[src/rtl/serial_tx_pkg.sv]
package serial_tx_pkg;
  localparam int MAX_DATA  = 9;
  localparam int FRAME_MAX = MAX_DATA + 4;
  localparam int CNT_W     = $clog2(FRAME_MAX + 1);

  typedef struct packed {
    logic [2:0] len_sel;
    logic       par_en;
    logic       par_odd;
    logic       two_stop;
  } frame_cfg_t;
endpackage

[src/rtl/tx_frame_builder.sv]
module tx_frame_builder
  import serial_tx_pkg::*;
(
  input  frame_cfg_t             cfg,
  input  logic [MAX_DATA-1:0]    data,
  output logic [FRAME_MAX-1:0]   frame,
  output logic [CNT_W-1:0]       nbits
);
  logic [3:0]           dlen;
  logic [MAX_DATA-1:0]  masked;
  logic [FRAME_MAX-1:0] dext;
  logic                 par_bit;

  assign dlen = (cfg.len_sel > 3'd4) ? 4'd9 : 4'(cfg.len_sel) + 4'd5;
  assign dext = FRAME_MAX'(data);

  for (genvar g = 0; g < MAX_DATA; g++) begin : g_mask
    assign masked[g] = data[g] & (g < int'(dlen));
  end

  assign par_bit = (^masked) ^ cfg.par_odd;

  always_comb begin
    frame = '1;
    for (int i = 0; i < FRAME_MAX; i++) begin
      if (i == 0)
        frame[i] = 1'b0;
      else if (i <= int'(dlen))
        frame[i] = dext[i-1];
      else if (i == int'(dlen) + 1 && cfg.par_en)
        frame[i] = par_bit;
    end
  end

  assign nbits = CNT_W'(32'(dlen) + 2 + 32'(cfg.par_en) + 32'(cfg.two_stop));
endmodule

[src/rtl/tx_baud_phase.sv]
module tx_baud_phase #(
  parameter int DIV_W = 16
) (
  input  logic             clk,
  input  logic             rst,
  input  logic             accept,
  input  logic [DIV_W-1:0] div_in,
  input  logic             sync_in,
  input  logic             busy_q,
  input  logic             busy_d,
  output logic             bit_end,
  output logic             bit_clk
);
  localparam logic [DIV_W-1:0] DIV_MIN = DIV_W'(2);

  logic [DIV_W-1:0] div_q, div_eff, div_sel, cnt_q, cnt_d, hi_len;
  logic             sync_q, sync_sel, p_q, n_q;

  assign div_eff  = (div_in < DIV_MIN) ? DIV_MIN : div_in;
  assign div_sel  = accept ? div_eff : div_q;
  assign sync_sel = accept ? sync_in : sync_q;
  assign hi_len   = DIV_W'(({1'b0, div_sel} + (DIV_W+1)'(1)) >> 1);
  assign bit_end  = busy_q && (cnt_q == div_q - DIV_W'(1));

  always_comb begin
    if (accept)       cnt_d = '0;
    else if (busy_q)  cnt_d = bit_end ? '0 : cnt_q + DIV_W'(1);
    else              cnt_d = '0;
  end

  always_ff @(posedge clk) begin
    if (rst) begin
      div_q  <= DIV_MIN;
      sync_q <= 1'b0;
      cnt_q  <= '0;
      p_q    <= 1'b0;
    end else begin
      if (accept) begin
        div_q  <= div_eff;
        sync_q <= sync_in;
      end
      cnt_q <= cnt_d;
      p_q   <= busy_d && sync_sel && (cnt_d < hi_len);
    end
  end

  always_ff @(negedge clk) begin
    if (rst) n_q <= 1'b0;
    else     n_q <= p_q;
  end

  assign bit_clk = div_q[0] ? (p_q & n_q) : p_q;


  cnt_range_chk: assert property (@(posedge clk) disable iff (rst)
    busy_q |-> cnt_q < div_q);


  async_quiet_chk: assert property (@(posedge clk) disable iff (rst)
    !sync_q |-> !p_q);
endmodule

[src/rtl/tx_frame_shifter.sv]
module tx_frame_shifter
  import serial_tx_pkg::*;
(
  input  logic                 clk,
  input  logic                 rst,
  input  logic                 load,
  input  logic [MAX_DATA-1:0]  load_data,
  input  logic                 start,
  input  logic [FRAME_MAX-1:0] frame,
  input  logic [CNT_W-1:0]     nbits,
  input  logic                 bit_end,
  output logic [MAX_DATA-1:0]  hold,
  output logic                 accept,
  output logic                 busy_d,
  output logic                 busy,
  output logic                 txd,
  output logic                 done,
  output logic                 irq
);
  logic [MAX_DATA-1:0]  hold_q;
  logic [FRAME_MAX-1:0] sh_q;
  logic [CNT_W-1:0]     left_q;
  logic                 loaded_q, busy_q, txd_q, done_q, irq_q, last_bit;

  assign accept   = start && !busy_q && loaded_q;
  assign last_bit = bit_end && (left_q == '0);
  assign busy_d   = accept || (busy_q && !last_bit);

  always_ff @(posedge clk) begin
    if (rst) begin
      hold_q   <= '0;
      sh_q     <= '1;
      left_q   <= '0;
      loaded_q <= 1'b0;
      busy_q   <= 1'b0;
      txd_q    <= 1'b1;
      done_q   <= 1'b0;
      irq_q    <= 1'b0;
    end else begin
      irq_q <= 1'b0;
      if (busy_q) begin
        if (last_bit) begin
          busy_q <= 1'b0;
          done_q <= 1'b1;
          irq_q  <= 1'b1;
          txd_q  <= 1'b1;
        end else if (bit_end) begin
          txd_q  <= sh_q[0];
          sh_q   <= {1'b1, sh_q[FRAME_MAX-1:1]};
          left_q <= left_q - CNT_W'(1);
        end
      end else if (accept) begin
        txd_q    <= frame[0];
        sh_q     <= {1'b1, frame[FRAME_MAX-1:1]};
        left_q   <= nbits - CNT_W'(1);
        busy_q   <= 1'b1;
        loaded_q <= 1'b0;
      end else if (load) begin
        hold_q   <= load_data;
        loaded_q <= 1'b1;
        done_q   <= 1'b0;
      end
    end
  end

  assign hold = hold_q;
  assign busy = busy_q;
  assign txd  = txd_q;
  assign done = done_q;
  assign irq  = irq_q;


  idle_high_chk: assert property (@(posedge clk) disable iff (rst)
    !busy_q |-> txd_q);


  start_bit_chk: assert property (@(posedge clk) disable iff (rst)
    $rose(busy_q) |-> !txd_q);


  hold_when_busy_chk: assert property (@(posedge clk) disable iff (rst)
    busy_q && load |=> $stable(hold_q));


  done_pulse_chk: assert property (@(posedge clk) disable iff (rst)
    $rose(done_q) |-> irq_q && !busy_q);


  irq_single_chk: assert property (@(posedge clk) disable iff (rst)
    irq_q |=> !irq_q);
endmodule

[src/rtl/serial_frame_tx.sv]
module serial_frame_tx
  import serial_tx_pkg::*;
#(
  parameter int DIV_W = 16
) (
  input  logic                clk,
  input  logic                rst,
  input  logic                load,
  input  logic [MAX_DATA-1:0] load_data,
  input  logic                start,
  input  logic [2:0]          len_sel,
  input  logic                par_en,
  input  logic                par_odd,
  input  logic                two_stop,
  input  logic                sync_en,
  input  logic [DIV_W-1:0]    divisor,
  output logic                txd,
  output logic                bit_clk,
  output logic                busy,
  output logic                done,
  output logic                irq
);
  frame_cfg_t           cfg;
  logic [MAX_DATA-1:0]  hold;
  logic [FRAME_MAX-1:0] frame;
  logic [CNT_W-1:0]     nbits;
  logic                 accept, busy_d, bit_end;

  assign cfg = '{len_sel: len_sel, par_en: par_en, par_odd: par_odd,
                 two_stop: two_stop};

  tx_frame_builder u_build (
    .cfg   (cfg),
    .data  (hold),
    .frame (frame),
    .nbits (nbits)
  );

  tx_frame_shifter u_shift (
    .clk       (clk),
    .rst       (rst),
    .load      (load),
    .load_data (load_data),
    .start     (start),
    .frame     (frame),
    .nbits     (nbits),
    .bit_end   (bit_end),
    .hold      (hold),
    .accept    (accept),
    .busy_d    (busy_d),
    .busy      (busy),
    .txd       (txd),
    .done      (done),
    .irq       (irq)
  );

  tx_baud_phase #(.DIV_W(DIV_W)) u_baud (
    .clk     (clk),
    .rst     (rst),
    .accept  (accept),
    .div_in  (divisor),
    .sync_in (sync_en),
    .busy_q  (busy),
    .busy_d  (busy_d),
    .bit_end (bit_end),
    .bit_clk (bit_clk)
  );
endmodule

[config.mk]
export PLATFORM = sky130hd
export DESIGN_NAME = serial_frame_tx
export DESIGN_NICKNAME = d
export VERILOG_FILES = /design/src/rtl/serial_tx_pkg.sv /design/src/rtl/tx_frame_builder.sv /design/src/rtl/tx_baud_phase.sv /design/src/rtl/tx_frame_shifter.sv /design/src/rtl/serial_frame_tx.sv
export SDC_FILE = /design/constraint.sdc
export NUM_CORES = 1
export LEC_CHECK = 0
export BUFFER_PORTS_ARGS = -buffer_cell sky130_fd_sc_hd__buf_2
export CAP_MARGIN = 10
export CORE_MARGIN = 10
export CORE_UTILIZATION = 30
export CTS_CLUSTER_DIAMETER = 60
export DETAILED_ROUTE_END_ITERATION = 8
export PLACE_DENSITY = 0.45
export REMOVE_ABC_BUFFERS = 1
export SETUP_SLACK_MARGIN = 0.05
export SLEW_MARGIN = 20
export SYNTH_ARGS = -nofsm -noshare
export SYNTH_HDL_FRONTEND = slang
export SYNTH_SLANG_ARGS = --single-unit
[constraint.sdc]
create_clock -name clk -period 5.7 [get_ports clk]
set_clock_uncertainty 0.1 [all_clocks]
set_input_delay 1.14 -clock clk [delete_from_list [all_inputs] [get_ports clk]]
set_output_delay 1.14 -clock clk [all_outputs]
set_load 0.05 [all_outputs]
# Word-level counts from Yosys, hierarchy flattened
# Index checks and enable logic that the tools add are counted.
# totals
reg_bits	66
input_bits	36
out_inout_bits	5
wordCells	165
# classes
n_addsub	10
n_lt_le_gt_ge	24
n_eq_ne	18
muxes	54
n_bitwise	13
n_reduce_logical	33
# ops
cell	count
5-bit by 32-bit == test with 1-bit output (first input constant)	5
4-bit by 32-bit == test with 1-bit output (first input constant)	4
16-bit 2-to-1 mux	5
3-bit by 32-bit == test with 1-bit output (first input constant)	2
13-bit 2-to-1 mux	4
1-bit 2-to-1 mux	40
2-bit by 32-bit == test with 1-bit output (first input constant)	1
4-bit <= comparator (first input constant)	5
4-bit 2-to-1 mux	5
1-bit logical AND	19
16-bit by 1-bit adder with 17-bit output (second input constant)	1
16-bit by 1-bit adder with 16-bit output (second input constant)	1
16-bit == test	1
3-bit by 4-bit <= comparator with 1-bit output (first input constant)	4
16-bit less-than comparator	1
16-bit by 2-bit less-than comparator with 1-bit output (second input constant)	1
3-bit by 4-bit less-than comparator with 1-bit output (first input constant)	4
16-bit by 1-bit subtractor with 16-bit output (second input constant)	1
1-bit AND	10
3-bit AND reduction	3
9-bit parity	1
4-bit by 1-bit adder with 4-bit output	2
2-bit by 4-bit <= comparator with 1-bit output (first input constant)	2
1-bit by 4-bit less-than comparator with 1-bit output (first input constant)	2
19 further kinds	28

# Logic depth before layout (Yosys ltp)
# Gate-level depths: netlist of run 1.
# depth
depth_word	10
ltp_mapped	19
mapped_depth_nobuf	18

# By module
# Synthesis of run 1 repeated with hierarchy kept, for this count alone.
# hier_totals
cells_unflattened	612
hier_area_um2	4867.2
# modules_own_cells
mod	n_inst	cells_each	area_each_um2	seq_area_each_um2
tx_baud_phase	1	355	2816.5	700.7
tx_frame_shifter	1	150	1343.8	600.6
tx_frame_builder	1	107	706.9	0.0

==> results.sh, run 1 <==
export IMPL_antenna_found_initial=0
export IMPL_vias_per_cell=5.18
export IMPL_n_fill_cell=1637
export IMPL_critical_path_top_delay_cell="sky130_fd_sc_hd__dfxtp_1"
export IMPL_avgSynthCellArea_um2=7.92
export IMPL_grt_setup_unrepaired="false"
export IMPL_clk_pin_slew_worst_paths_ns=0.05
export IMPL_final_cells=834
export IMPL_p_total_uw=1260
export IMPL_status="completed"
export IMPL_clock_sinks=65
export IMPL_finalMaxSlewViolations=0
export IMPL_finalHoldViolations=0
export IMPL_synth_area_um2=4700
export IMPL_synth_top_family_by_area="simple AND/OR/NAND/NOR gates"
export IMPL_power_per_cell_area_nw_per_um2=236
export IMPL_floorplan_die_width_um=145
export IMPL_synth_main_ff_cell="sky130_fd_sc_hd__dfxtp_1"
export IMPL_largest_net_degree_at_the_start_of_global_routing=48
export IMPL_synthesis_yosys_warnings=0
export IMPL_tightest_slew_margin_relative_to_the_limit_pct=38.7
export IMPL_placement_io_buffers=40
export IMPL_synth_compound_area_share_pct=15.1
export IMPL_post_synth_cell_types=73
export IMPL_via_count=4316
export IMPL_hold_buffers=0
export IMPL_cts_root_buf="sky130_fd_sc_hd__clkbuf_16"
export IMPL_reg2reg_slack_ns=1.17
export IMPL_clock_tree_htree_level_count=3
export IMPL_final_setup_tns_ns=0
export IMPL_worst_skew_pair_late_latency_ns=0.33
export IMPL_ios=41
export IMPL_floorplan_die_area_um2=21100
export IMPL_synth_async_sr_flop_share_pct=0
export IMPL_die_height_um=145
export IMPL_layout_cells_most_common="sky130_fd_sc_hd__nor2_1"
export IMPL_synthesis_instances=593
export IMPL_synth_enable_flop_cells=0
export IMPL_synthMuxAreaShare_pct=5.99
export IMPL_cell_rows=45
export IMPL_synth_sequential_area_ratio_pct=27.7
export IMPL_floorplan_core_area_um2=15300
export IMPL_gr_total_overflow=0
export IMPL_cell_chain_critical_path="o21a_1, buf_2"
export IMPL_dr_pass1_iters=4
export IMPL_grt_total_usage_pct=14.0
export IMPL_routed_wirelength_um=14700
export IMPL_ctsLongestPathBuffers=2
export IMPL_cts_resized=0
export IMPL_grt_first_pass_wirelength_um=23900
export IMPL_path_delay_family="flip-flops"
export IMPL_worst_endpoint_arrival_ns=3.88
export IMPL_crit_buf_inv=1
export IMPL_layout_cell_share_with_drive_strength_beyond_1_pct=12.8
export IMPL_critical_path_endpoint_type="output pin"
export IMPL_yosys_register_bits=65
export IMPL_ir_drop_v=0.000130
export IMPL_setup_violations=0
export IMPL_holdCritPathClass="flop to flop"
export IMPL_worst_slew_pin_slew_ns=0.919
export IMPL_post_synth_and_or_nand_nor_area_fraction_pct=29.5
export IMPL_path_class="flop to output pin"
export IMPL_final_cell_mix="75 x sky130_fd_sc_hd__nor2_1, 65 x sky130_fd_sc_hd__dfxtp_1, 50 x sky130_fd_sc_hd__nand2_1"
export IMPL_setup_worst_path_start_class="flop"
export IMPL_gp_congestion=0.894
export IMPL_areaGrowthSynthToFinish_pct=13.7
export IMPL_static_leakage_power_uw=0.00217
export IMPL_antenna_cells_inserted=0
export IMPL_max_cap_viol_count=0
export IMPL_drc=0
export IMPL_placedCellCount=819
export IMPL_worst_path_largest_cell_delay_ns=0.30
export IMPL_tritoncts_clock_tree="done"
export IMPL_postcts_setup_bufs=0
export IMPL_drtIter0Drc=246
export IMPL_final_antenna_net_count=0
export IMPL_nNetsFinal=680
export IMPL_synthAdderAreaFrac_pct=6.82
export IMPL_grt_pass1_vias=4360
export IMPL_worst_ep_required_time_ns=4.46
export IMPL_tritoncts_buffers=9
export IMPL_initial_core_util_pct=30.8
export IMPL_path_max_fanout=1
export IMPL_synth_xor_xnor_area_share_pct=9.80
export IMPL_dp_final_hpwl_um=11500
export IMPL_avgRoutedWirePerCell_um=17.7
## worst paths after layout
| check | depth (start not counted) | endpoint | startpoint |
|---|---|---|---|
| max | 2 | bit_clk | u_baud.n_q |
| min reg2reg | 2 | u_shift.done | u_shift.done |
| max reg2reg | 17 | u_baud.p_q | u_baud.div_q[9] |
| min | 2 | u_shift.done | u_shift.done |
## final cells by class
class | instances | area (um^2) | share of cell area (%)
Multi-Input combinational cell | 474 | 3160 | 59.2
Sequential cell | 65 | 1300 | 24.4
Timing Repair Buffer | 48 | 273 | 5.11
Tap cell | 211 | 264 | 4.94
Inverter | 20 | 75.1 | 1.41
Clock buffer | 12 | 246 | 4.62
Clock inverter | 4 | 21.3 | 0.398
## worst register-to-register path: stages, from the launching register on
cell	delay (ns)
sky130_fd_sc_hd__dfxtp_1	0.45
sky130_fd_sc_hd__nor4_1	0.71
sky130_fd_sc_hd__nand4_1	0.22
sky130_fd_sc_hd__xnor2_1	0.23
sky130_fd_sc_hd__o2111ai_1	0.13
sky130_fd_sc_hd__and4bb_2	0.41
sky130_fd_sc_hd__a21o_1	0.43
sky130_fd_sc_hd__buf_12	0.21
sky130_fd_sc_hd__nor2_1	0.06
sky130_fd_sc_hd__ha_1	0.31
sky130_fd_sc_hd__a21oi_1	0.14
sky130_fd_sc_hd__nor2b_1	0.05
sky130_fd_sc_hd__o21ai_0	0.17
sky130_fd_sc_hd__o41ai_1	0.10
sky130_fd_sc_hd__nor3b_1	0.16
sky130_fd_sc_hd__o21ai_0	0.10
sky130_fd_sc_hd__or3b_1	0.37
sky130_fd_sc_hd__a21oi_1	0.11
## sequential cells by signal, indices dropped and copies added (netlist names)
register	flops
u_baud.cnt_q	16
u_baud.div_q	16
u_baud.n_q	1
u_baud.p_q	1
u_baud.sync_q	1
u_shift.busy	1
u_shift.done	1
u_shift.hold	9
u_shift.irq	1
u_shift.left_q	4
u_shift.loaded_q	1
u_shift.sh_q	12
u_shift.txd	1
## kinds of logic (layout without fill, tap and decap cells)
| logic type | after synthesis | after routing |
|---|---|---|
| AO/OA/AOI/OAI | 103 | 103 |
| AND/OR/NAND/NOR | 267 | 267 |
| adder cells (fa/ha/maj) | 25 | 25 |
| XOR/XNOR | 51 | 51 |
| flip-flops | 65 | 65 |
| buffers and inverters | 54 | 84 |
| multiplexers | 28 | 28 |
## cell usage after synthesis (2+ instances only)
| cell type | n | area share (%) |
|---|---|---|
| sky130_fd_sc_hd__a211oi_1 | 3 | 0.48 |
| sky130_fd_sc_hd__a21oi_1 | 29 | 3.1 |
| sky130_fd_sc_hd__nand3b_1 | 7 | 1.1 |
| sky130_fd_sc_hd__and3_1 | 9 | 1.2 |
| sky130_fd_sc_hd__nand4b_1 | 2 | 0.37 |
| sky130_fd_sc_hd__or3_1 | 2 | 0.27 |
| sky130_fd_sc_hd__mux2i_1 | 27 | 5.8 |
| sky130_fd_sc_hd__o41ai_1 | 6 | 1.1 |
| sky130_fd_sc_hd__nor2b_1 | 5 | 0.67 |
| sky130_fd_sc_hd__nand2_1 | 50 | 4.0 |
| sky130_fd_sc_hd__nor4_1 | 12 | 1.6 |
| sky130_fd_sc_hd__o311ai_1 | 2 | 0.37 |
| sky130_fd_sc_hd__a21o_1 | 7 | 1.1 |
| sky130_fd_sc_hd__xor2_1 | 22 | 4.1 |
| sky130_fd_sc_hd__buf_2 | 6 | 0.64 |
| sky130_fd_sc_hd__nor2_1 | 75 | 6.0 |
| sky130_fd_sc_hd__a31oi_1 | 6 | 0.80 |
| sky130_fd_sc_hd__or2_2 | 4 | 0.53 |
| sky130_fd_sc_hd__clkbuf_1 | 22 | 1.8 |
| sky130_fd_sc_hd__nand3_1 | 27 | 2.9 |
| sky130_fd_sc_hd__inv_1 | 21 | 1.7 |
| sky130_fd_sc_hd__xnor2_1 | 28 | 5.2 |
| sky130_fd_sc_hd__a22oi_1 | 2 | 0.32 |
| sky130_fd_sc_hd__or3_4 | 2 | 0.48 |
| sky130_fd_sc_hd__nor3_1 | 23 | 2.5 |
| sky130_fd_sc_hd__dfxtp_1 | 65 | 28 |
| sky130_fd_sc_hd__nor3b_1 | 4 | 0.64 |
| sky130_fd_sc_hd__o211ai_1 | 3 | 0.48 |
| sky130_fd_sc_hd__o221ai_1 | 2 | 0.37 |
| sky130_fd_sc_hd__and2_1 | 6 | 0.80 |
| sky130_fd_sc_hd__nand2b_1 | 9 | 1.2 |
| sky130_fd_sc_hd__o31ai_1 | 2 | 0.32 |
| sky130_fd_sc_hd__a2111oi_0 | 2 | 0.37 |
| sky130_fd_sc_hd__nand4_1 | 17 | 2.3 |
| sky130_fd_sc_hd__o21ai_0 | 19 | 2.0 |
| sky130_fd_sc_hd__ha_1 | 24 | 6.4 |
| sky130_fd_sc_hd__o311ai_2 | 2 | 0.69 |
| sky130_fd_sc_hd__a311oi_1 | 2 | 0.37 |
| sky130_fd_sc_hd__o31a_1 | 2 | 0.37 |
| sky130_fd_sc_hd__buf_6 | 2 | 0.48 |
## per-stage QoR
step | instance area, um^2 | utilization (%) | hold slack [ns] | setup slack (ns)
detailed placement | 5080 | 33.3 | 0.360 | 0.883
global route | 5340 | 35.0 | 0.393 | 0.518
finish | 5340 | 35.0 | 0.364 | 0.579
global placement | 5080 | 33.3 | 0.353 | 0.960
CTS | 5340 | 35.0 | 0.369 | 0.549
floorplan | 4540 | - | 0.326 | 0.925
## where the power goes
group | total (uW) | internal [uW] | switching, uW
Combinational | 252 | 98.9 | 153
Clock | 512 | 303 | 208
Sequential | 495 | 474 | 21.1
## layer usage
layer	GRT usage, %	wire length (um)	up-vias
met2	23.4	7010	77
met5	0	0	-
met3	3.94	530	14
met4	3.84	259	0
li1	-	-	2174
met1	17.1	6940	2051
(Power assumes the default switching activity.)
==> run 2, diff against run 1 <==
CELL_PAD_IN_SITES_DETAIL_PLACEMENT = 1   (was default)
CELL_PAD_IN_SITES_GLOBAL_PLACEMENT = 1   (was default)
PLACE_DENSITY = 0.56   (was 0.45)
==> run 2 against run 1 <==
Net effect:
- design area about the same
- clock power up 11%
- total power up 4.5%
- global-route usage up 1.0 points
- worst hold slack better by 0.0021 ns
- via count up 4.1%
- first-iteration DRC count down 20%
- flip-flop and latch count unchanged
- non-clock buffer count down 2
==> results.sh, run 2 (synthesis gave the netlist of run 1 again) <==
export IMPL_ios=41
export IMPL_initial_core_util_pct=30.8
export IMPL_grt_busiest_layer="met2"
export IMPL_static_leakage_power_uw=0.00217
export IMPL_floorplan_core_area_um2=15300
export IMPL_cts_root_buf="sky130_fd_sc_hd__clkbuf_16"
export IMPL_reg2reg_to="u_baud.p_q"
export IMPL_critical_path_top_delay_cell="sky130_fd_sc_hd__dfxtp_1"
export IMPL_grt_pass1_vias=4808
export IMPL_tritoncts_buffers=9
export IMPL_status="completed"
export IMPL_dr_pass1_iters=4
export IMPL_ir_drop_v=0.000125
export IMPL_max_cap_viol_count=0
export IMPL_hold_buffers=0
export IMPL_crit_buf_inv=1
export IMPL_layout_cell_share_with_drive_strength_beyond_1_pct=13.0
export IMPL_worst_ep_required_time_ns=4.46
export IMPL_dp_final_hpwl_um=12300
export IMPL_p_total_uw=1310
export IMPL_clk_pin_slew_worst_paths_ns=0.06
export IMPL_areaGrowthSynthToFinish_pct=13.7
export IMPL_largest_net_degree_at_the_start_of_global_routing=57
export IMPL_floorplan_die_width_um=145
export IMPL_reg2reg_slack_ns=1.06
export IMPL_path_max_fanout=1
export IMPL_clock_tree_htree_level_count=3
export IMPL_antenna_cells_inserted=0
export IMPL_path_class="flop to output pin"
export IMPL_postcts_setup_bufs=0
export IMPL_avgRoutedWirePerCell_um=19.1
export IMPL_setup_violations=0
export IMPL_grt_first_pass_wirelength_um=26100
export IMPL_groute_layer_met2_usage_pct=27.7
export IMPL_place_ws_ns=0.652
export IMPL_finalMaxSlewViolations=0
export IMPL_holdCritPathClass="flop to flop"
export IMPL_final_antenna_net_count=0
export IMPL_clock_sinks=65
export IMPL_holdWs_ns=0.366
export IMPL_finalHoldViolations=0
export IMPL_cell_chain_critical_path="o21a_1, buf_2"
export IMPL_floorplan_die_area_um2=21100
export IMPL_length_in_cells_of_the_worst_reg_to_reg_path=17
export IMPL_drc=0
export IMPL_placement_io_buffers=40
export IMPL_routed_wirelength_um=15900
export IMPL_drtIter0Drc=198
export IMPL_via_count=4491
export IMPL_tightest_slew_margin_relative_to_the_limit_pct=50.4
export IMPL_biggestRegsByFlops="u_baud.cnt_q: 16 flops, u_baud.div_q: 16 flops, u_shift.sh_q: 12 flops"
export IMPL_critical_path_endpoint_type="output pin"
export IMPL_worst_skew_pair_late_latency_ns=0.34
export IMPL_timing_hold_worst_path_depth=2
export IMPL_nNetsFinal=678
export IMPL_worst_hold_path_endpoint="u_shift.done"
export IMPL_power_per_cell_area_nw_per_um2=246
export IMPL_vias_per_cell=5.39
export IMPL_antenna_found_initial=0
export IMPL_grt_total_usage_pct=15.0
export IMPL_setup_worst_path_start_class="flop"
export IMPL_gp_congestion=0.847
export IMPL_worstReg2RegStart="u_baud.div_q[2]"
export IMPL_cell_rows=45
export IMPL_critPathLaunch="u_baud.n_q"
export IMPL_hp_start="u_shift.done"
export IMPL_worst_slew_pin_slew_ns=0.742
export IMPL_worst_endpoint_arrival_ns=3.94
export IMPL_final_setup_tns_ns=0
export IMPL_grt_met3_usage_pct=3.14
export IMPL_die_height_um=145
export IMPL_worst_path_largest_cell_delay_ns=0.30
export IMPL_cts_resized=0
export IMPL_grt_setup_unrepaired="false"
export IMPL_groute_layer_met1_usage_pct=17.0
export IMPL_tritoncts_clock_tree="done"
export IMPL_ctsLongestPathBuffers=2
export IMPL_path_delay_family="flip-flops"
export IMPL_gr_total_overflow=0
export IMPL_final_cell_mix="75 x sky130_fd_sc_hd__nor2_1, 65 x sky130_fd_sc_hd__dfxtp_1, 50 x sky130_fd_sc_hd__nand2_1"
export IMPL_fin_ws_ns=0.522
export IMPL_layout_cells_most_common="sky130_fd_sc_hd__nor2_1"
==> run 2: worst max path at each step <==
stage               slack (ns)  depth (start not counted)          to
floorplan                 0.93                          1     bit_clk
global placement          0.67                         18  u_baud.p_q
detailed placement        0.65                         18  u_baud.p_q
CTS                       0.49                          2     bit_clk
global route              0.46                          2     bit_clk
finish                    0.52                          2     bit_clk
==> run 2: where the power goes <==
part           internal (uW)  switching, uW
combinational           97.1            155
sequential               473           21.7
clock                    339            228
total                    910            405
==> run 2: metal layers <==
layer,wire [um],share of wire (%)
met1,6960,44
met4,266,1.7
met5,0,0
met2,8300,52
met3,415,2.6
==> run 2: worst reg2reg max path: cells and delay by family (launching register included) <==
kind,cells,cell delay (ns)
fa+ha+maj,1,0.32
buf+inv,1,0.34
flops,1,0.46
compound gates,8,1.72
simple gates,7,1.66
==> run 2: metrics by stage <==
stage	instances	cell area, um^2	utilization, %
2_1_floorplan	560	4540	-
3_3_place_gp	817	5050	33.1
3_5_place_dp	817	5050	33.1
4_1_cts	833	5340	35.0
5_1_grt	833	5340	35.0
6_report	833	5340	35.0
==> run 2: cell type report <==
class                   count  area, um^2
multi-input cells         474        3160
clock inverters             8        73.8
repair buffers             46         245
fillers                  1844        9910
flip-flops and latches     65        1300
inverters                  20        75.1
well taps                 211         264
clock buffers               9         225
